### config.mk
export PLATFORM = sky130hd
export DESIGN_NAME = hbus_regport
export DESIGN_NICKNAME = d
export VERILOG_FILES = /design/src/rtl/hbus_pkg.sv /design/src/rtl/hbus_sync.sv /design/src/rtl/hbus_addr_cap.sv /design/src/rtl/hbus_wr_ctl.sv /design/src/rtl/hbus_regport.sv
export SDC_FILE = /design/constraint.sdc
export NUM_CORES = 1
export LEC_CHECK = 0
export ABC_AREA = 1
export BUFFER_PORTS_ARGS = -buffer_cell sky130_fd_sc_hd__buf_2
export CAP_MARGIN = 40
export CORE_ASPECT_RATIO = 2
export CORE_MARGIN = 1.5
export CORE_UTILIZATION = 40
export CTS_CLUSTER_DIAMETER = 40
export DETAILED_ROUTE_END_ITERATION = 10
export PLACE_DENSITY = 0.7
export SLEW_MARGIN = 0
export SYNTH_ARGS = -nofsm -noshare
export SYNTH_HDL_FRONTEND = slang
export SYNTH_SLANG_ARGS = --single-unit
### constraint.sdc
create_clock -name clk -period 1.5 [get_ports clk]
set_clock_uncertainty 0.05 [all_clocks]
set_input_delay 0.225 -clock clk [delete_from_list [all_inputs] [get_ports clk]]
set_output_delay 0.225 -clock clk [all_outputs]
set_load 0.05 [all_outputs]
### src/rtl/hbus_pkg.sv
package hbus_pkg;
  typedef enum logic {
    MODE_SPLIT  = 1'b0,
    MODE_SHARED = 1'b1
  } bus_mode_e;

  localparam int SYNC_STAGES = 2;
endpackage

### src/rtl/hbus_sync.sv
module hbus_sync #(
  parameter int W = 1,
  parameter logic [W-1:0] RST_VAL = '0
) (
  input  logic         clk,
  input  logic         rst_n,
  input  logic [W-1:0] d,
  output logic [W-1:0] q
);
  logic [W-1:0] stage1;

  always_ff @(posedge clk or negedge rst_n) begin
    if (!rst_n) begin
      stage1 <= RST_VAL;
      q      <= RST_VAL;
    end else begin
      stage1 <= d;
      q      <= stage1;
    end
  end
endmodule

### src/rtl/hbus_addr_cap.sv
module hbus_addr_cap
  import hbus_pkg::*;
#(
  parameter int ADDR_W = 6,
  parameter int DATA_W = 16
) (
  input  logic              clk,
  input  logic              rst_n,
  input  logic              mux_mode,
  input  logic              ale_s,
  input  logic [ADDR_W-1:0] addr_pins,
  input  logic [DATA_W-1:0] data_in,
  output logic [ADDR_W-1:0] addr_q
);
  bus_mode_e mode;
  assign mode = bus_mode_e'(mux_mode);

  always_ff @(posedge clk or negedge rst_n) begin
    if (!rst_n) begin
      addr_q <= '0;
    end else if (mode == MODE_SPLIT) begin
      addr_q <= addr_pins;
    end else if (ale_s) begin
      addr_q <= data_in[ADDR_W:1];
    end
  end

  // shared-mode address is frozen while the latch enable is low
  a_r3_addr_hold: assert property (@(posedge clk) disable iff (!rst_n)
    (mux_mode && !ale_s) |=> $stable(addr_q));
endmodule

### src/rtl/hbus_wr_ctl.sv
module hbus_wr_ctl #(
  parameter int DATA_W = 16,
  localparam int LANES = DATA_W / 8
) (
  input  logic              clk,
  input  logic              rst_n,
  input  logic [LANES-1:0]  wr_s_n,
  input  logic              cs_s_n,
  input  logic [DATA_W-1:0] data_in,
  output logic [LANES-1:0]  we,
  output logic [DATA_W-1:0] wdata
);
  logic [LANES-1:0] wr_prev_n;
  logic [LANES-1:0] rise;

  always_ff @(posedge clk or negedge rst_n) begin
    if (!rst_n) wr_prev_n <= '1;
    else        wr_prev_n <= wr_s_n;
  end

  for (genvar l = 0; l < LANES; l++) begin : g_lane
    assign rise[l] = wr_s_n[l] & ~wr_prev_n[l] & ~cs_s_n;

    always_ff @(posedge clk or negedge rst_n) begin
      if (!rst_n) begin
        we[l]          <= 1'b0;
        wdata[8*l +: 8] <= '0;
      end else begin
        we[l] <= rise[l];
        if (rise[l]) wdata[8*l +: 8] <= data_in[8*l +: 8];
      end
    end

    // a write pulse never lasts more than one clock
    a_r7_single_pulse: assert property (@(posedge clk) disable iff (!rst_n)
      we[l] |=> !we[l]);
  end

  // no write pulse unless chip select was seen low
  a_r8_we_needs_cs: assert property (@(posedge clk) disable iff (!rst_n)
    (we != '0) |-> $past(!cs_s_n));
endmodule

### src/rtl/hbus_regport.sv
module hbus_regport #(
  parameter int DATA_W = 16,
  parameter int ADDR_W = 6
) (
  input  logic                  clk,
  input  logic                  rst_n,
  input  logic                  mux_mode,
  input  logic [ADDR_W-1:0]     addr_in,
  input  logic                  cs_n,
  input  logic                  rd_n,
  input  logic [DATA_W/8-1:0]   byte_wr_n,
  input  logic [DATA_W-1:0]     data_in,
  output logic [DATA_W-1:0]     data_out,
  output logic                  data_oe,
  output logic [ADDR_W-1:0]     rf_addr,
  output logic [DATA_W/8-1:0]   rf_we,
  output logic [DATA_W-1:0]     rf_wdata,
  input  logic [DATA_W-1:0]     rf_rdata
);
  localparam int LANES = DATA_W / 8;
  localparam int SW    = LANES + 3;
  localparam logic [SW-1:0] SYNC_RST = {1'b0, {(LANES + 2){1'b1}}};

  logic [SW-1:0]    sync_d, sync_q;
  logic             ale_s, cs_s_n, rd_s_n;
  logic [LANES-1:0] wr_s_n;
  logic             rd_act;

  assign sync_d = {addr_in[ADDR_W-1], byte_wr_n, rd_n, cs_n};
  assign {ale_s, wr_s_n, rd_s_n, cs_s_n} = sync_q;

  hbus_sync #(.W(SW), .RST_VAL(SYNC_RST)) u_sync (
    .clk(clk), .rst_n(rst_n), .d(sync_d), .q(sync_q)
  );

  hbus_addr_cap #(.ADDR_W(ADDR_W), .DATA_W(DATA_W)) u_addr (
    .clk(clk), .rst_n(rst_n), .mux_mode(mux_mode), .ale_s(ale_s),
    .addr_pins(addr_in), .data_in(data_in), .addr_q(rf_addr)
  );

  hbus_wr_ctl #(.DATA_W(DATA_W)) u_wr (
    .clk(clk), .rst_n(rst_n), .wr_s_n(wr_s_n), .cs_s_n(cs_s_n),
    .data_in(data_in), .we(rf_we), .wdata(rf_wdata)
  );

  assign rd_act = ~cs_s_n & ~rd_s_n;

  always_ff @(posedge clk or negedge rst_n) begin
    if (!rst_n) begin
      data_oe  <= 1'b0;
      data_out <= '0;
    end else begin
      data_oe  <= rd_act;
      data_out <= rd_act ? rf_rdata : '0;
    end
  end

  // outputs quiet one clock into reset
  a_r1_quiet_in_reset: assert property (@(posedge clk)
    !rst_n |=> (!data_oe && rf_we == '0));

  // the pad is driven only after a synchronised read select
  a_r9_oe_needs_read: assert property (@(posedge clk) disable iff (!rst_n)
    data_oe |-> $past(!cs_s_n && !rd_s_n));

  // bus value is zero whenever the pad is released
  a_r9_idle_zero: assert property (@(posedge clk) disable iff (!rst_n)
    !data_oe |-> (data_out == '0));

  // strap does not move outside reset
  a_r10_strap_static: assert property (@(posedge clk) disable iff (!rst_n)
    $stable(mux_mode));
endmodule

==> results.ini, run 1 <==
[worst_setup_path]
crit_chain = buf_2
path_class = flip-flop to output port
max_stage_delay_ns = 0.38
cp-startpoint = u_addr.addr_q[2]
r2r_end = u_wr.wdata[12]
critical_path_buf_inv_count = 1
cp.required_ns = 1.22
endpoint_kind = output port
r2r-start = u_sync.q[0]
crit_cells = 1
cp_max_fo = 2
worstPathArrival_ns = 0.95
start_kind = flip-flop
crit_family = flip-flops
r2r_slack_ns = 0.41
crit_end = rf_addr[2]
worstRegToRegCells = 4
crit_path_top_delay_cell = dfrtp_1

[sta]
maxSlewViolCount = 0
tns_ns = 0
fmax_mhz = 819
finalSetupViolations = 0
worst_pin_slew_ns = 0.353
post-route-min-period_ns = 1.22
rsz0062_at_grt = false
post-route-period-util_pct = 81.4
maxSlewHeadroom_pct = 76.5
hold_viol = 0
finalWorstSetupSlack_ns = 0.280

[global_route]
track_usage_pct = 17.3
grt_pass1_wl_um = 6610
antenna_found_initial = 0
grt_pass1_vias = 1485
grt-ovfl-total = 0
grt_max_degree = 29

[clock_network]
clock_latency_ns = 0.30
cts_max_level = 2
cts-root-buf = clkbuf_8
cts_made_buffers = 5
cts_tree = done
clock_sinks = 53
cts_buffer_depth = 2
clk_pin_slew_ns = 0.09
cts_setup_buffers = 0

[drt]
drc = 0
vias = 1478
drt_wl_total_um = 4010
dr.pass1.iters = 4
wire_per_inst_um = 12.4
ant_nets = 0
drtIter0Drc = 46
routed_via_density = 4.58

[final_layout]
final_cell_mix = buf_2 (85), dfrtp_1 (43), nand2_1 (38)
fin_nets = 312
drive_above_1_share_pct = 41.4
stdcell_area_sq_mm = 0.00251
layout_commonest_cell = buf_2
antenna_cells = 0
area_growth_pct = 34.3

[power]
vdd_ir_drop_max_uv = 945
p_leak_nw = 1.46
clkPwrFrac_pct = 25.8
pwr-share-comb_pct = 23.2
internal-power_mw = 2.12
pwr-share-seq_pct = 51.1
p_sw_mw = 1.08
pwr_density_cell_mw_per_mm2 = 1270
p_sw_share_pct = 33.9

[synth]
synth_top_family_by_area = simple AND/OR/NAND/NOR gates
synthXorXnorAreaFrac_pct = 0
syn_area_sq_mm = 0.00187
ys_seq_area_share_pct = 71.5
avgSynthCellArea_sq_um = 11.0
muxShareOfSynthArea_pct = 0
synth-compound-area-share_pct = 0
ys_warn_count = 0
synthSimpleGateAreaFrac_pct = 22.9
synth_cell_types = 12
postSynthCellCount = 171
synth_nets = 216
ys_ff_latch = 53
synth-adder-area-share_pct = 0

[floorplan]
ios = 86
rows = 35
die_width_um = 51.4
die_h_um = 99.8
initial_core_util_pct = 41.1
die_area_sq_mm = 0.00513
fp.coreArea_sq_mm = 0.00455

[hold_path]
min_path_type = primary input to flip-flop

[placed_design]
gp_congestion = 0.767
pre_cts_slack_ns = 0.424
postPlaceCellArea_sq_mm = 0.00236
portBuffers = 85
hpwl_um = 3050

[run]
maxCapViolations = 0

[outcome]
status = finished clean

-- worst min path at each step --
stage | start | to | slack [ns] | cells after the start
6_report | rf_rdata[3] | data_out[3] | 0.06 | 3
5_1_grt | rf_rdata[5] | data_out[5] | 0.05 | 3
4_1_cts | rf_rdata[5] | data_out[5] | 0.06 | 3
3_5_place_dp | rst_n | u_wr.wdata[10] | 0.19 | 2
3_3_place_gp | rst_n | u_wr.wdata[10] | 0.19 | 2
2_1_floorplan | rst_n | data_oe | -0.12 | 0
-- metrics by stage --
step	cells	total power, mW	hold WS [ns]	util [%]
global placement	309	2.38	0.193	51.8
CTS	323	3.24	0.0564	55.2
global route	323	3.35	0.0453	55.2
detailed placement	309	2.40	0.193	51.8
finish	323	3.20	0.0624	55.2
floorplan	171	2.16	-0.121	-
-- layer usage --
metal / track usage, % / part of all wire, % / vias to the layer above / routed length (um)
met5: 0 / 0 / - / 0
met4: 10.9 / 3.3 / 0 / 131
met3: 3.72 / 4.4 / 11 / 177
met2: 30.8 / 57 / 57 / 2290
met1: 17.5 / 35 / 693 / 1410
li1: - / - / 717 / -
-- what timing repair did --
item	4_1_cts	5_1_grt
hold buffers	6	0
endpoints found under the hold margin	48	0
gates resized for setup	0	0
-- sequential cells by signal, summed over array words and instances (netlist names) --
signal,flops
data_out,16
u_wr.wdata,16
u_addr.addr_q,6
u_sync.q,5
u_sync.stage1,5
u_wr.we,2
u_wr.wr_prev_n,2
data_oe,1
-- power groups by stage --
stage          Clock [mW]  Combinational, mW  Sequential [mW]
2_1_floorplan           0              0.125             2.03
3_3_place_gp            0              0.728             1.66
3_5_place_dp            0              0.737             1.66
4_1_cts             0.851              0.749             1.64
5_1_grt             0.910              0.796             1.65
6_report            0.824              0.742             1.63
-- Yosys cell counts --
library cell,n,area share (%)
buf_1,2,0.40
buf_2,1,0.27
buf_6,1,0.60
dfrtp_1,43,57
dfstp_2,10,14
inv_1,20,4.0
inv_4,1,0.33
nand2_1,38,7.6
nand2_4,2,1.2
nand3_1,34,9.1
nor2_1,16,3.2
nor2_4,3,1.8
-- logic make-up after synthesis --
logic type,after synthesis
buffers and inverters,25
flip-flops,53
AND/OR/NAND/NOR,93
-- layout make-up --
type	count	area [sq um]
clock buffer	6	82.6
clock inverter	2	13.8
fill	464	2040
inverter	21	81.3
multi-input combinational	93	429
sequential	53	1340
tap	55	68.8
timing repair buffer	93	500
Power figures use the tool's default switching activity.
==> inputs of run 2 (changes only) <==
- ABC_AREA: 1 -> 0
- clock period: 1.5 -> 1.22 ns (I/O delays scaled with it)
==> run 2 against run 1 <==
Net effect:
- the flow now finishes with violations (setup timing)
- sequential power up 24%
- hold slack got worse by 0.014 ns
- via count decreased by 21%
- sequential share of layout area is 1.2 points lower
- clock power up 42%
- utilization is 3.5 points higher
- largest power group unchanged
==> results.ini, run 2 <==
[synth]
synth_area_leaders = dfrtp_1 (59%), dfstp_2 (14%), mux2_2 (9.9%)
synth_common_cells = dfrtp_1 (43), and2_2 (16), mux2_2 (16)
postSynthCellCount = 111  ; -35%
ys_seq_area_share_pct = 73.4  ; +2.0 points
synth_area_leader_cell = dfrtp_1
synth_top_area_share_pct = 59.0  ; +1.6 points
synth_nets = 156  ; -28%
synth_cell_types = 11  ; -1
ys_ff_latch = 53  ; unchanged
synth-main-ff-cell = dfrtp_1
avgSynthCellArea_sq_um = 16.4  ; +50%
synth_most_common_cell = dfrtp_1
ys_warn_count = 0  ; unchanged
async_flop_share_pct = 100  ; unchanged
syn_area_sq_mm = 0.00182  ; -2.7%
synth-edff-count = 0  ; unchanged

[final_layout]
antenna_cells = 0  ; unchanged
fin_nets = 253  ; -19%
reg_top3 = data_out (16), u_wr.wdata (16), u_addr.addr_q (6)
area_growth_pct = 41.2
drive_above_1_share_pct = 67.5  ; +26 points
layout_commonest_cell = buf_2
final_cell_mix = buf_2 (85), dfrtp_1 (43), and2_2 (16), mux2_4 (16), dfstp_2 (10)

[clock_network]
cts_made_buffers = 5  ; unchanged
cts_tree = done
cts-root-buf = clkbuf_8
cts_setup_buffers = 0  ; unchanged
clk_pin_slew_ns = 0.09  ; about the same
cts_max_level = 2  ; unchanged
clock_latency_ns = 0.29  ; about the same
clock_sinks = 53  ; unchanged
cts_buffer_depth = 2  ; unchanged

[sta]
rsz0062_at_grt = true
maxSlewViolCount = 0  ; unchanged
post-route-min-period_ns = 1.37
hold_viol = 0  ; unchanged
maxSlewHeadroom_pct = 75.3  ; -1.1 points
fmax_mhz = 730
post-route-period-util_pct = 112
worst_pin_slew_ns = 0.370  ; +0.0171 ns
tns_ns = -2.28  ; -2.28 ns
finalWorstSetupSlack_ns = -0.150  ; -0.430 ns
finalSetupViolations = 16  ; +16

[drt]
ant_nets = 0  ; unchanged
drc = 0  ; unchanged
drtIter0Drc = 9  ; -80%
wire_per_inst_um = 12.7  ; +2.0%
dr.pass1.iters = 2  ; -2
routed_via_density = 4.47  ; -2.4%
vias = 1175  ; -21%
drt_wl_total_um = 3330  ; -17%

[placed_design]
hpwl_um = 2580  ; -15%
gp_congestion = 0.741  ; -3.4%
pre_cts_slack_ns = -0.159  ; -0.583 ns
portBuffers = 85  ; unchanged

[power]
vdd_ir_drop_max_uv = 1180  ; +25%
p_leak_nw = 1.35  ; -8.0%
pwr_density_cell_mw_per_mm2 = 1650  ; +29%

[global_route]
grt_pass1_wl_um = 5520  ; -16%
track_usage_pct = 14.9  ; -2.4 points
grt_pass1_vias = 1260  ; -15%
antenna_found_initial = 0  ; unchanged
grt_max_degree = 29  ; unchanged
grt-ovfl-total = 0  ; unchanged

[hold_path]
hold_end = data_out[12]
holdPathStages = 2  ; -1
min_from = rf_rdata[12]
min_path_type = primary input to flip-flop

[worst_setup_path]
worstPathArrival_ns = 1.50  ; +0.55 ns
path_class = flip-flop to flip-flop
r2r_slack_ns = -0.15  ; -0.56 ns
cp_max_fo = 9  ; +7
worstRegToRegCells = 3  ; -1
r2r_end = u_wr.wdata[9]
start_kind = flip-flop
r2r-start = u_sync.q[3]
cp.required_ns = 1.35  ; +0.13 ns
endpoint_kind = flip-flop

[floorplan]
die_width_um = 50.7  ; -1.3%
die_h_um = 98.5  ; -1.3%
die_area_sq_mm = 0.00500  ; -2.6%
ios = 86  ; unchanged
fp.coreArea_sq_mm = 0.00438  ; -3.8%
rows = 34  ; -2.9%
initial_core_util_pct = 41.6  ; +0.48 points

[outcome]
status = finished, violations left
violations = setup timing

[run]
maxCapViolations = 0  ; unchanged

==> run 2: layout make-up <==
class                   instances  area (sq um)
repair buffers                 95           536
well taps                      54          67.6
clock inverters                 1          30.0
flip-flops and latches         53          1340
fillers                       367          1810
multi-input cells              53           515
clock buffers                   7          86.3
==> run 2: routing by layer <==
metal | vias to the layer above | global-route usage, % | part of all wire, %
li1 | 553 | - | -
met1 | 568 | 15.4 | 34
met2 | 48 | 26.4 | 57
met3 | 6 | 4.55 | 6.7
met4 | 0 | 7.48 | 2.0
met5 | - | 0 | 0
==> run 2: cell families after synthesis <==
logic type      share of synthesized area (%)
mux                                      13.2
compound gates                           1.65
simple gates                             9.40
flops                                    73.4
buf+inv                                  2.33
==> run 2: how the worst max path moves through the flow <==
stage	start	endpoint	slack (ns)	depth (start not counted)
4_1_cts	u_sync.q[3]	u_wr.wdata[9]	-0.17	3
6_report	u_sync.q[3]	u_wr.wdata[9]	-0.15	3
3_3_place_gp	u_sync.q[2]	u_wr.wdata[7]	-0.16	3
5_1_grt	u_sync.q[2]	u_wr.wdata[1]	-0.20	3
2_1_floorplan	u_sync.q[2]	u_wr.wdata[0]	-0.08	3
3_5_place_dp	u_sync.q[3]	u_wr.wdata[9]	-0.16	3
==> run 2: critical path: stages (launching register included) <==
cell and delay [ns]:
dfstp_2 0.53, nor3b_2 0.17, buf_6 0.19, mux2_4 0.31
==> run 2: report_power, final <==
| group | leakage [nW] | total [mW] | switching, mW | internal [mW] |
|---|---|---|---|---|
| Clock | 0.0585 | 1.17 | 0.506 | 0.669 |
| Combinational | 0.648 | 1.04 | 0.698 | 0.343 |
| Sequential | 0.640 | 2.02 | 0.0869 | 1.93 |
==> run 2: metrics by stage <==
stage          util [%]  hold WS [ns]  std cells  total power [mW]  instance area [sq um]
2_1_floorplan         -        -0.163        111              2.78                   1880
3_3_place_gp       54.2        0.0658        249              3.07                   2380
3_5_place_dp       54.2        0.0704        249              3.08                   2380
4_1_cts            58.5        0.0350        263              4.30                   2560
5_1_grt            58.7        0.0323        263              4.43                   2570
6_report           58.7        0.0486        263              4.23                   2570
==> run 2: repair_timing <==
item	in CTS	in global routing
resized for setup	3	2
endpoints found under the setup margin	33	18
endpoints found under the hold margin	17	0
pin swaps	0	0
hold buffers	6	0
==> inputs of run 3 (changes only) <==
- CORE_UTILIZATION: 40 -> 45
- PLACE_DENSITY: 0.7 -> 0.78
==> run 3 against run 2 <==
Net effect:
- the run still ends with setup timing left
- combinational power hardly changed
- register-to-register slack worse by 0.02 ns
- clock-buffer cell count is 2 lower
- sequential power hardly changed
- final area is 0.68% lower
- critical path depth stayed put
- wire length is 1.8% higher
- power is 4.4% lower
- utilization is 7.1 points higher
- clock power is 16% lower
- first-iteration DRC count stayed put
- final cell count is 0.76% lower
- critical path type unchanged
==> results.ini, run 3 (same netlist as run 2, synthesis figures left out) <==
[floorplan]
rows = 32  ; -5.9%
ios = 86  ; unchanged
die_h_um = 93.0  ; -5.5%
fp.coreArea_sq_mm = 0.00388  ; -11%
die_width_um = 48.0  ; -5.4%
initial_core_util_pct = 46.9  ; +5.3 points
die_area_sq_mm = 0.00446  ; -11%

[global_route]
grt_pass1_vias = 1310  ; +4.0%
grt-ovfl-total = 0  ; unchanged
grt_max_degree = 34  ; +17%
track_usage_pct = 16.9  ; +2.0 points
grt_pass1_wl_um = 5340  ; -3.3%
antenna_found_initial = 0  ; unchanged

[placed_design]
portBuffers = 85  ; unchanged
gp_congestion = 0.711  ; -4.1%
hpwl_um = 2610  ; +0.96%
place_inst = 247  ; -0.80%
pre_cts_slack_ns = -0.166  ; -0.00693 ns

[final_layout]
fin_nets = 254  ; +0.40%
n_fill_cell = 319  ; -13%
antenna_cells = 0  ; unchanged
ff_latch_area_sq_mm = 0.00134  ; unchanged
layout_commonest_cell = buf_2
final_cell_mix = buf_2 (84), dfrtp_1 (43), and2_2 (16), mux2_4 (16), dfstp_2 (10)
reg_top3 = data_out (16), u_wr.wdata (16), u_addr.addr_q (6)
final_cells = 261  ; -0.76%
multi_input_area_sq_um = 510  ; -0.97%
final_util_pct = 65.8  ; +7.1 points
area_growth_pct = 40.2
drive_above_1_share_pct = 68.1  ; +0.63 points

[clock_network]
cts-root-buf = clkbuf_8
cts_buffer_depth = 2  ; unchanged
clock_sinks = 53  ; unchanged
cts_max_level = 2  ; unchanged
clk_pin_slew_ns = 0.10  ; about the same
cts_tree = done
cts_made_buffers = 5  ; unchanged
clock_latency_ns = 0.30  ; about the same

[drt]
vias = 1188  ; +1.1%
drtIter0Drc = 9  ; unchanged
wire_per_inst_um = 13.0  ; +2.6%
routed_via_density = 4.55  ; +1.9%
dr.pass1.iters = 3  ; +1
drt_wl_total_um = 3390  ; +1.8%
ant_nets = 0  ; unchanged
drc = 0  ; unchanged

[worst_setup_path]
worstPathArrival_ns = 1.52  ; +0.02 ns
crit_chain = nor3b_4, buf_6, mux2_4
path_class = flip-flop to flip-flop
cp.required_ns = 1.36  ; about the same
crit_path_top_delay_cell = dfstp_2
endpoint_kind = flip-flop
max_stage_delay_ns = 0.54  ; about the same
start_kind = flip-flop
cp_max_fo = 5  ; -4

[sta]
hold_viol = 0  ; unchanged
rsz0062_at_grt = true
hold_slack_ns = 0.0422  ; -0.00640 ns
finalSetupViolations = 16  ; unchanged
fmax_mhz = 721  ; -1.2%
maxSlewViolCount = 0  ; unchanged
worst_pin_slew_ns = 0.486  ; +0.115 ns
maxSlewHeadroom_pct = 67.6  ; -7.7 points
finalWorstSetupSlack_ns = -0.166  ; -0.0163 ns
post-route-min-period_ns = 1.39  ; +0.0163 ns
post-route-period-util_pct = 114  ; +1.3 points

[hold_path]
min_path_type = primary input to flip-flop

[outcome]
status = finished, violations left
violations = setup timing

[power]
pwr_density_cell_mw_per_mm2 = 1580  ; -3.7%
vdd_ir_drop_max_uv = 1350  ; +14%
p_leak_nw = 1.34  ; -0.55%

[run]
maxCapViolations = 0  ; unchanged

## run 3: cell types whose count changed in the layout (fill, tap and decap cells not counted), sizes merged
cell and delta:
bufinv -1, clkbuf -1, clkinvlp +1, inv +2
## run 3: critical path: cells and delay by family (launching register included)
kind	cells	cell delay, ns
simple gates	1	0.22
mux	1	0.30
flops	1	0.54
buf+inv	1	0.16
## run 3: report_power, final
part           switching, mW  total, mW  internal, mW
Sequential            0.0840       2.02          1.93
Combinational          0.697       1.04         0.348
Clock                  0.570      0.988         0.418
## run 3: path summary, 6_finish.rpt
path / to / slack (ns) / cells after the start / startpoint
min in group asynchronous: u_sync.stage1[4] / 0.23 / 2 / rst_n
max reg2reg: u_wr.wdata[15] / -0.17 / 3 / u_sync.q[3]
min: data_out[8] / 0.04 / 2 / rf_rdata[8]
max: u_wr.wdata[15] / -0.17 / 3 / u_sync.q[3]
min reg2reg: u_sync.q[2] / 0.31 / 0 / u_sync.stage1[2]
max in group asynchronous: u_wr.wr_prev_n[1] / 0.37 / 3 / rst_n
## run 3: cell type report
class	count	area share, %
Sequential cell	53	52.4
Tap cell	51	2.50
Clock buffer	5	2.69
Timing Repair Buffer	96	21.5
Multi-Input combinational cell	53	20.0
Clock inverter	3	0.979
## run 3: metal layers
metal | share of wire [%] | track usage [%]
met5 | 0 | 0
met4 | 1.6 | 6.08
met3 | 7.0 | 6.37
met2 | 56 | 30.1
met1 | 36 | 16.4
## run 3: per-stage QoR
step                      TNS (ns)  area, sq um  total power [mW]
after floorplan              -1.29         1880              2.78
after global placement       -4.35         2380              3.06
final                        -2.40         2560              4.05
after detailed placement     -4.86         2380              3.08
after global routing         -3.61         2560              4.24
after CTS                    -2.49         2550              4.09
## run 3: repair_timing
| item | in CTS | in global routing |
|---|---|---|
| endpoints found under the setup margin | 33 | 32 |
| buffers inserted | 0 | 0 |
| hold endpoints to repair | 44 | 0 |
| resized for setup | 4 | 2 |
| hold buffers | 6 | 0 |
